==> src/rtl/gpio_bank_pkg.sv <==
`timescale 1ns/1ps
package gpio_bank_pkg;
  // address field positions (byte address)
  localparam int PORT_LSB  = 2;
  localparam int PORT_FW   = 2;
  localparam int SEL_LSB   = 4;
  localparam int SEL_W     = 3;
  localparam int BANK_LSB  = 7;
  localparam int ALIAS_BIT = 11;
  localparam int NUM_WR_REGS = 3;

  typedef enum logic [SEL_W-1:0] {
    RS_CFG = 3'd0,
    RS_OE  = 3'd1,
    RS_OUT = 3'd2,
    RS_IN  = 3'd3
  } reg_sel_e;
endpackage

==> src/rtl/gpio_addr_decode.sv <==
`timescale 1ns/1ps
module gpio_addr_decode
  import gpio_bank_pkg::*;
#(
  parameter int ADDR_W    = 12,
  parameter int NUM_PORTS = 4
) (
  input  logic [ADDR_W-1:0]  addr,
  output logic [PORT_FW-1:0] port,
  output logic [SEL_W-1:0]   sel,
  output logic               alias_m,
  output logic               wr_ok,
  output logic               rd_ok
);
  logic in_bank;

  assign port    = addr[PORT_LSB +: PORT_FW];
  assign sel     = addr[SEL_LSB +: SEL_W];
  assign alias_m = addr[ALIAS_BIT];
  assign in_bank = (addr[ALIAS_BIT-1:BANK_LSB] == '0) && (int'(port) < NUM_PORTS);
  assign wr_ok   = in_bank && (int'(sel) < NUM_WR_REGS);
  assign rd_ok   = in_bank && (sel <= RS_IN);
endmodule

==> src/rtl/gpio_port_reg.sv <==
`timescale 1ns/1ps
module gpio_port_reg #(
  parameter int W = 8
) (
  input  logic         clk,
  input  logic         rst,
  input  logic         wr_plain,
  input  logic         wr_mask,
  input  logic [W-1:0] wval,
  input  logic [W-1:0] wen,
  output logic [W-1:0] q
);
  always_ff @(posedge clk) begin
    if (rst)           q <= '0;
    else if (wr_plain) q <= wval;
    else if (wr_mask)  q <= (q & ~wen) | (wval & wen);
  end


  plain_wr_chk: assert property (@(posedge clk) disable iff (rst)
    wr_plain |=> (q == $past(wval)));


  mask_keep_chk: assert property (@(posedge clk) disable iff (rst)
    wr_mask |=> (((q ^ $past(q)) & ~$past(wen)) == '0));
endmodule

==> src/rtl/gpio_in_sync.sv <==
`timescale 1ns/1ps
module gpio_in_sync #(
  parameter int N = 32
) (
  input  logic         clk,
  input  logic         rst,
  input  logic [N-1:0] din,
  output logic [N-1:0] dout
);
  logic [N-1:0] stage1;

  always_ff @(posedge clk) begin
    if (rst) begin
      stage1 <= '0;
      dout   <= '0;
    end else begin
      stage1 <= din;
      dout   <= stage1;
    end
  end

  logic [1:0] warm;
  always_ff @(posedge clk) begin
    if (rst)              warm <= '0;
    else if (warm != 2'd2) warm <= warm + 2'd1;
  end


  sync_lat_chk: assert property (@(posedge clk) disable iff (rst)
    (warm == 2'd2) |-> (dout == $past(din, 2)));
endmodule

==> src/rtl/gpio_bank_regs.sv <==
`timescale 1ns/1ps
module gpio_bank_regs
  import gpio_bank_pkg::*;
#(
  parameter int NUM_PORTS = 4,
  parameter int PORT_W    = 8,
  parameter int ADDR_W    = 12,
  parameter int DATA_W    = 32
) (
  input  logic                          clk,
  input  logic                          rst,
  input  logic                          bus_wr,
  input  logic                          bus_rd,
  input  logic [ADDR_W-1:0]             bus_addr,
  input  logic [DATA_W-1:0]             bus_wdata,
  output logic [DATA_W-1:0]             bus_rdata,
  input  logic [NUM_PORTS*PORT_W-1:0]   pin_in,
  output logic [NUM_PORTS*PORT_W-1:0]   pin_sel,
  output logic [NUM_PORTS*PORT_W-1:0]   pin_oe,
  output logic [NUM_PORTS*PORT_W-1:0]   pin_out
);
  localparam int PINS  = NUM_PORTS * PORT_W;
  localparam int FLATW = NUM_WR_REGS * PINS;

  logic [PORT_FW-1:0] port;
  logic [SEL_W-1:0]   sel;
  logic               alias_m, wr_ok, rd_ok;

  gpio_addr_decode #(.ADDR_W(ADDR_W), .NUM_PORTS(NUM_PORTS)) u_dec (
    .addr(bus_addr), .port(port), .sel(sel),
    .alias_m(alias_m), .wr_ok(wr_ok), .rd_ok(rd_ok)
  );

  logic [PORT_W-1:0] regq [NUM_WR_REGS][NUM_PORTS];
  logic [FLATW-1:0]  reg_flat;

  for (genvar r = 0; r < NUM_WR_REGS; r++) begin : g_kind
    for (genvar p = 0; p < NUM_PORTS; p++) begin : g_port
      logic hit_here;
      assign hit_here = bus_wr && wr_ok && (port == PORT_FW'(p)) && (sel == SEL_W'(r));
      gpio_port_reg #(.W(PORT_W)) u_reg (
        .clk(clk), .rst(rst),
        .wr_plain(hit_here && !alias_m),
        .wr_mask(hit_here && alias_m),
        .wval(bus_wdata[PORT_W-1:0]),
        .wen(bus_wdata[2*PORT_W-1:PORT_W]),
        .q(regq[r][p])
      );
      assign reg_flat[(r*NUM_PORTS+p)*PORT_W +: PORT_W] = regq[r][p];
    end
  end

  logic [PINS-1:0] in_sync;
  gpio_in_sync #(.N(PINS)) u_sync (
    .clk(clk), .rst(rst), .din(pin_in), .dout(in_sync)
  );

  // pin-facing outputs, registered
  always_ff @(posedge clk) begin
    if (rst) begin
      pin_sel <= '0;
      pin_oe  <= '0;
      pin_out <= '0;
    end else begin
      for (int p = 0; p < NUM_PORTS; p++) begin
        pin_sel[p*PORT_W +: PORT_W] <= regq[int'(RS_CFG)][p];
        pin_oe[p*PORT_W +: PORT_W]  <= regq[int'(RS_OE)][p];
        pin_out[p*PORT_W +: PORT_W] <= regq[int'(RS_OUT)][p] & regq[int'(RS_OE)][p];
      end
    end
  end

  // read path
  logic [DATA_W-1:0] rd_word;
  always_comb begin
    rd_word = '0;
    if (rd_ok) begin
      case (sel)
        RS_CFG: rd_word[PORT_W-1:0] = regq[int'(RS_CFG)][port];
        RS_OE:  rd_word[PORT_W-1:0] = regq[int'(RS_OE)][port];
        RS_OUT: rd_word[PORT_W-1:0] = regq[int'(RS_OUT)][port];
        RS_IN:  rd_word[PORT_W-1:0] = in_sync[int'(port)*PORT_W +: PORT_W];
        default: rd_word = '0;
      endcase
    end
  end

  always_ff @(posedge clk) begin
    if (rst)         bus_rdata <= '0;
    else if (bus_rd) bus_rdata <= rd_word;
  end


  reset_clear_chk: assert property (@(posedge clk)
    rst |=> (pin_sel == '0 && pin_oe == '0 && pin_out == '0 && bus_rdata == '0));


  unmapped_wr_chk: assert property (@(posedge clk) disable iff (rst)
    (bus_wr && !wr_ok) |=> $stable(reg_flat));
endmodule

==> config.mk <==
export PLATFORM = sky130hd
export DESIGN_NAME = gpio_bank_regs
export DESIGN_NICKNAME = d
export VERILOG_FILES = /design/src/rtl/gpio_bank_pkg.sv /design/src/rtl/gpio_addr_decode.sv /design/src/rtl/gpio_port_reg.sv /design/src/rtl/gpio_in_sync.sv /design/src/rtl/gpio_bank_regs.sv
export SDC_FILE = /design/constraint.sdc
export NUM_CORES = 1
export LEC_CHECK = 0
export ABC_CLOCK_PERIOD_IN_PS = 5900
export BUFFER_PORTS_ARGS = -buffer_cell sky130_fd_sc_hd__buf_2
export CORE_MARGIN = 1.5
export CORE_UTILIZATION = 36
export DETAILED_ROUTE_END_ITERATION = 6
export PLACE_DENSITY_LB_ADDON = 0.05
export SLEW_MARGIN = 5
export SYNTH_ARGS = -nofsm -noshare
export SYNTH_HDL_FRONTEND = slang
export SYNTH_SLANG_ARGS = --single-unit
==> constraint.sdc <==
create_clock -name clk -period 5.9 [get_ports clk]
set_input_delay 1.18 -clock clk [delete_from_list [all_inputs] [get_ports clk]]
set_output_delay 1.18 -clock clk [all_outputs]
set_load 0.01 [all_outputs]
==> impl_metrics.yaml <==
yosys:
  yosysWarnings: 0
  synth_top_area_share_pct: 54.15
  syn_avg_cell_area_um2: 9.859
  synth_top_flop_cell: "dfxtp_1"
  yosysSeqAreaShare_pct: 54.15
  ys_seq_elements: 264
  async_reset_ff_share_pct: 0
  synthDistinctLibCells: 37
  yosysTopAreaCell: "dfxtp_1"
  synthTopCellsByArea: "dfxtp_1 (54%), nor2b_1 (8.8%), mux2i_1 (6.6%)"
  synth_edf_count: 0
  syn_inst: 990
  netlist_area_mm2: 0.009761
sta:
  fin_crit_sh_pct: 51.03
  worst_slew_pin_slew_ns: 1.299
  rsz0062_at_grt: "false"
  finClkSkew_ns: 0.008256
  fin_ws_ns: 2.889
  finalSetupTns_ns: 0
  final_max_slew_viol_count: 0
  finalHoldViolCount: 0
  period_needed_ns: 3.011
  fmax_mhz: 332.1
  setup_viol: 0
  relSlewSlack_pct: 13.21
finish:
  fin_cells: 1470
  n_antenna_cell: 0
  nets: 1186
  drive_gt1_share_pct: 20.37
  utilization_pct: 43.48
  n_fill_cell: 2709
  syn_to_final_growth_pct: 19.38
job:
  drv_cap: 0
grt:
  grt_pass1_vias: 7061
  grt_pass1_wl_mm: 41.61
  grt_start_max_net_pins: 145
  antenna_found_initial: 1
  track_usage_pct: 19.37
  grt-ovfl-total: 0
worst_setup_path:
  crit_path_max_fanout: 65
  worstPathRequired_ns: 6.31
  arrival_ns: 3.42
  crit_type: "in -> reg"
  start_kind: "primary input"
  critPathCaptureType: "register"
cts:
  cts_tree: "built"
  clk_latency_ns: 0.54
  cts_sinks: 264
  ctsHoldBuffers: 0
  clkTransAtPathRegs_ns: 0.06
  post_cts_buffers: 0
  clockBufferDepth: 3
  cts_root_buffer: "clkbuf_16"
  cts_resized: 0
  numCtsBuffers: 29
  cts.htree.levels: 1
run_status:
  outcome: "complete, no violations"
route:
  postRouteAntennaNets: 0
  avgRoutedWirePerCell_um: 18.84
  via_count: 7318
  drt_iter0_drc: 463
  route.detailed.drc: 0
  drt-pass1-iter-count: 4
  routed_wl_mm: 27.70
  via_per_inst: 4.978
power:
  ir_drop_mv: 0.1839
  p_leak_nw: 4.738
  powerDensity_mw_per_mm2: 327.9
place:
  dp_worst_setup_slack_ns: 2.335
  gp_congestion: 0.8116
  dpl.hpwl_mm: 18.71
  place_inst: 1416
  port_buffers: 165
floorplan:
  dieArea_mm2: 0.02811
  die_w_um: 167.7
  die_height_um: 167.7
  coreArea_mm2: 0.02680
  ios: 208
  start_util_pct: 36.42
  rows: 60
min_path:
  hold_path_class: "reg -> reg"
[through the flow]
step | total power, mW | hold WS, ns | instance area (um2)
2_1_floorplan | 1.967 | 0.4138 | 9847
3_3_place_gp | 2.009 | 0.4233 | 10650
3_5_place_dp | 2.010 | 0.4227 | 10650
4_1_cts | 3.868 | 0.4367 | 11650
5_1_grt | 3.969 | 0.4491 | 11650
6_report | 3.820 | 0.4327 | 11650
[cells in the mapped netlist (2+ instances only)]
cell	n
a21o_1	8
a21oi_1	64
and2_1	32
and4_1	4
buf_1	17
buf_2	9
buf_4	25
clkbuf_1	58
dfxtp_1	264
mux2i_1	64
nand2_1	9
nand2b_1	16
nand3_1	65
nand4_1	7
nand4b_1	2
nor2_1	3
nor2b_1	138
nor3_1	2
nor3b_1	2
nor4_1	16
nor4_4	4
o21ai_0	56
o21ai_1	40
o22ai_1	32
o31ai_1	24
or3_1	10
or3b_2	2
or4_1	5
or4b_1	2
or4b_2	2
or4bb_1	2
[cell usage in the layout (no fill, tap or decap), drive strengths merged]
cell        n
and3b       1
conb       24
nand4       7
o21ai      96
dfxtp     264
a21oi      64
clkinv      6
nor3        2
inv         1
or4         5
and2       32
and4bb      1
a21o        8
o22ai      32
nand4b      2
nand4bb     1
nand3      65
nand2b     16
nand3b      1
mux2i      64
clkinvlp    1
bufinv      3
or3        10
nor4       20
or4bb       2
o31ai      24
nor2b     138
nor4b       1
nor2        3
or3b        2
and4        4
nand2       9
or4b        4
clkbuf     43
nor3b       2
buf       171
[power breakdown]
group / internal, mW / total [mW] / switching, mW
combinational: 0.0498 / 0.163 / 0.113
sequential: 1.80 / 1.81 / 0.00417
clock: 1.13 / 1.85 / 0.716
total: 2.99 / 3.82 / 0.833
[layer usage]
layer | share of wire [%] | global-route usage (%)
met5 | 0 | 0
met4 | 1.6 | 4.465
met3 | 5.9 | 3.545
met2 | 49 | 33.73
met1 | 43 | 24.83
[final timing paths]
check | endpoint | start | slack [ns] | depth (start not counted)
max | bus_rdata[4]$_SDFFE_PP0P_ | bus_addr[2] | 2.89 | 6
min | u_sync.dout[11]$_SDFF_PP0_ | u_sync.stage1[11]$_SDFF_PP0_ | 0.43 | 1
max reg2reg | bus_rdata[5]$_SDFFE_PP0P_ | u_sync.dout[29]$_SDFF_PP0_ | 4.54 | 4
min reg2reg | u_sync.dout[11]$_SDFF_PP0_ | u_sync.stage1[11]$_SDFF_PP0_ | 0.43 | 1
[cell type report]
cell class                 count  area [um2]  share of cell area [%]
clock buffer                  43       858.3                   7.366
clock inverter                11       140.1                   1.203
multi-input combinational    640        4050                   34.76
sequential                   264        5285                   45.36
tap                          341       426.7                   3.662
timing repair buffer         171       892.1                   7.656
[critical path: stages]
cell     delay (ns)
buf_4          0.78
buf_4          0.51
mux2i_1        0.25
o22ai_1        0.10
nor4_1         0.45
o21ai_1        0.09
[logic make-up (layout without fill, tap and decap cells)]
logic type,count (synthesis),count (layout),synth area share [%]
buffers and inverters,109,225,5.269
other,1,24,0.03842
flip-flops,264,264,54.15
AO/OA/AOI/OAI,224,224,12.72
multiplexers,64,64,6.563
AND/OR/NAND/NOR,328,328,21.27
Power figures use the tool's default switching activity.
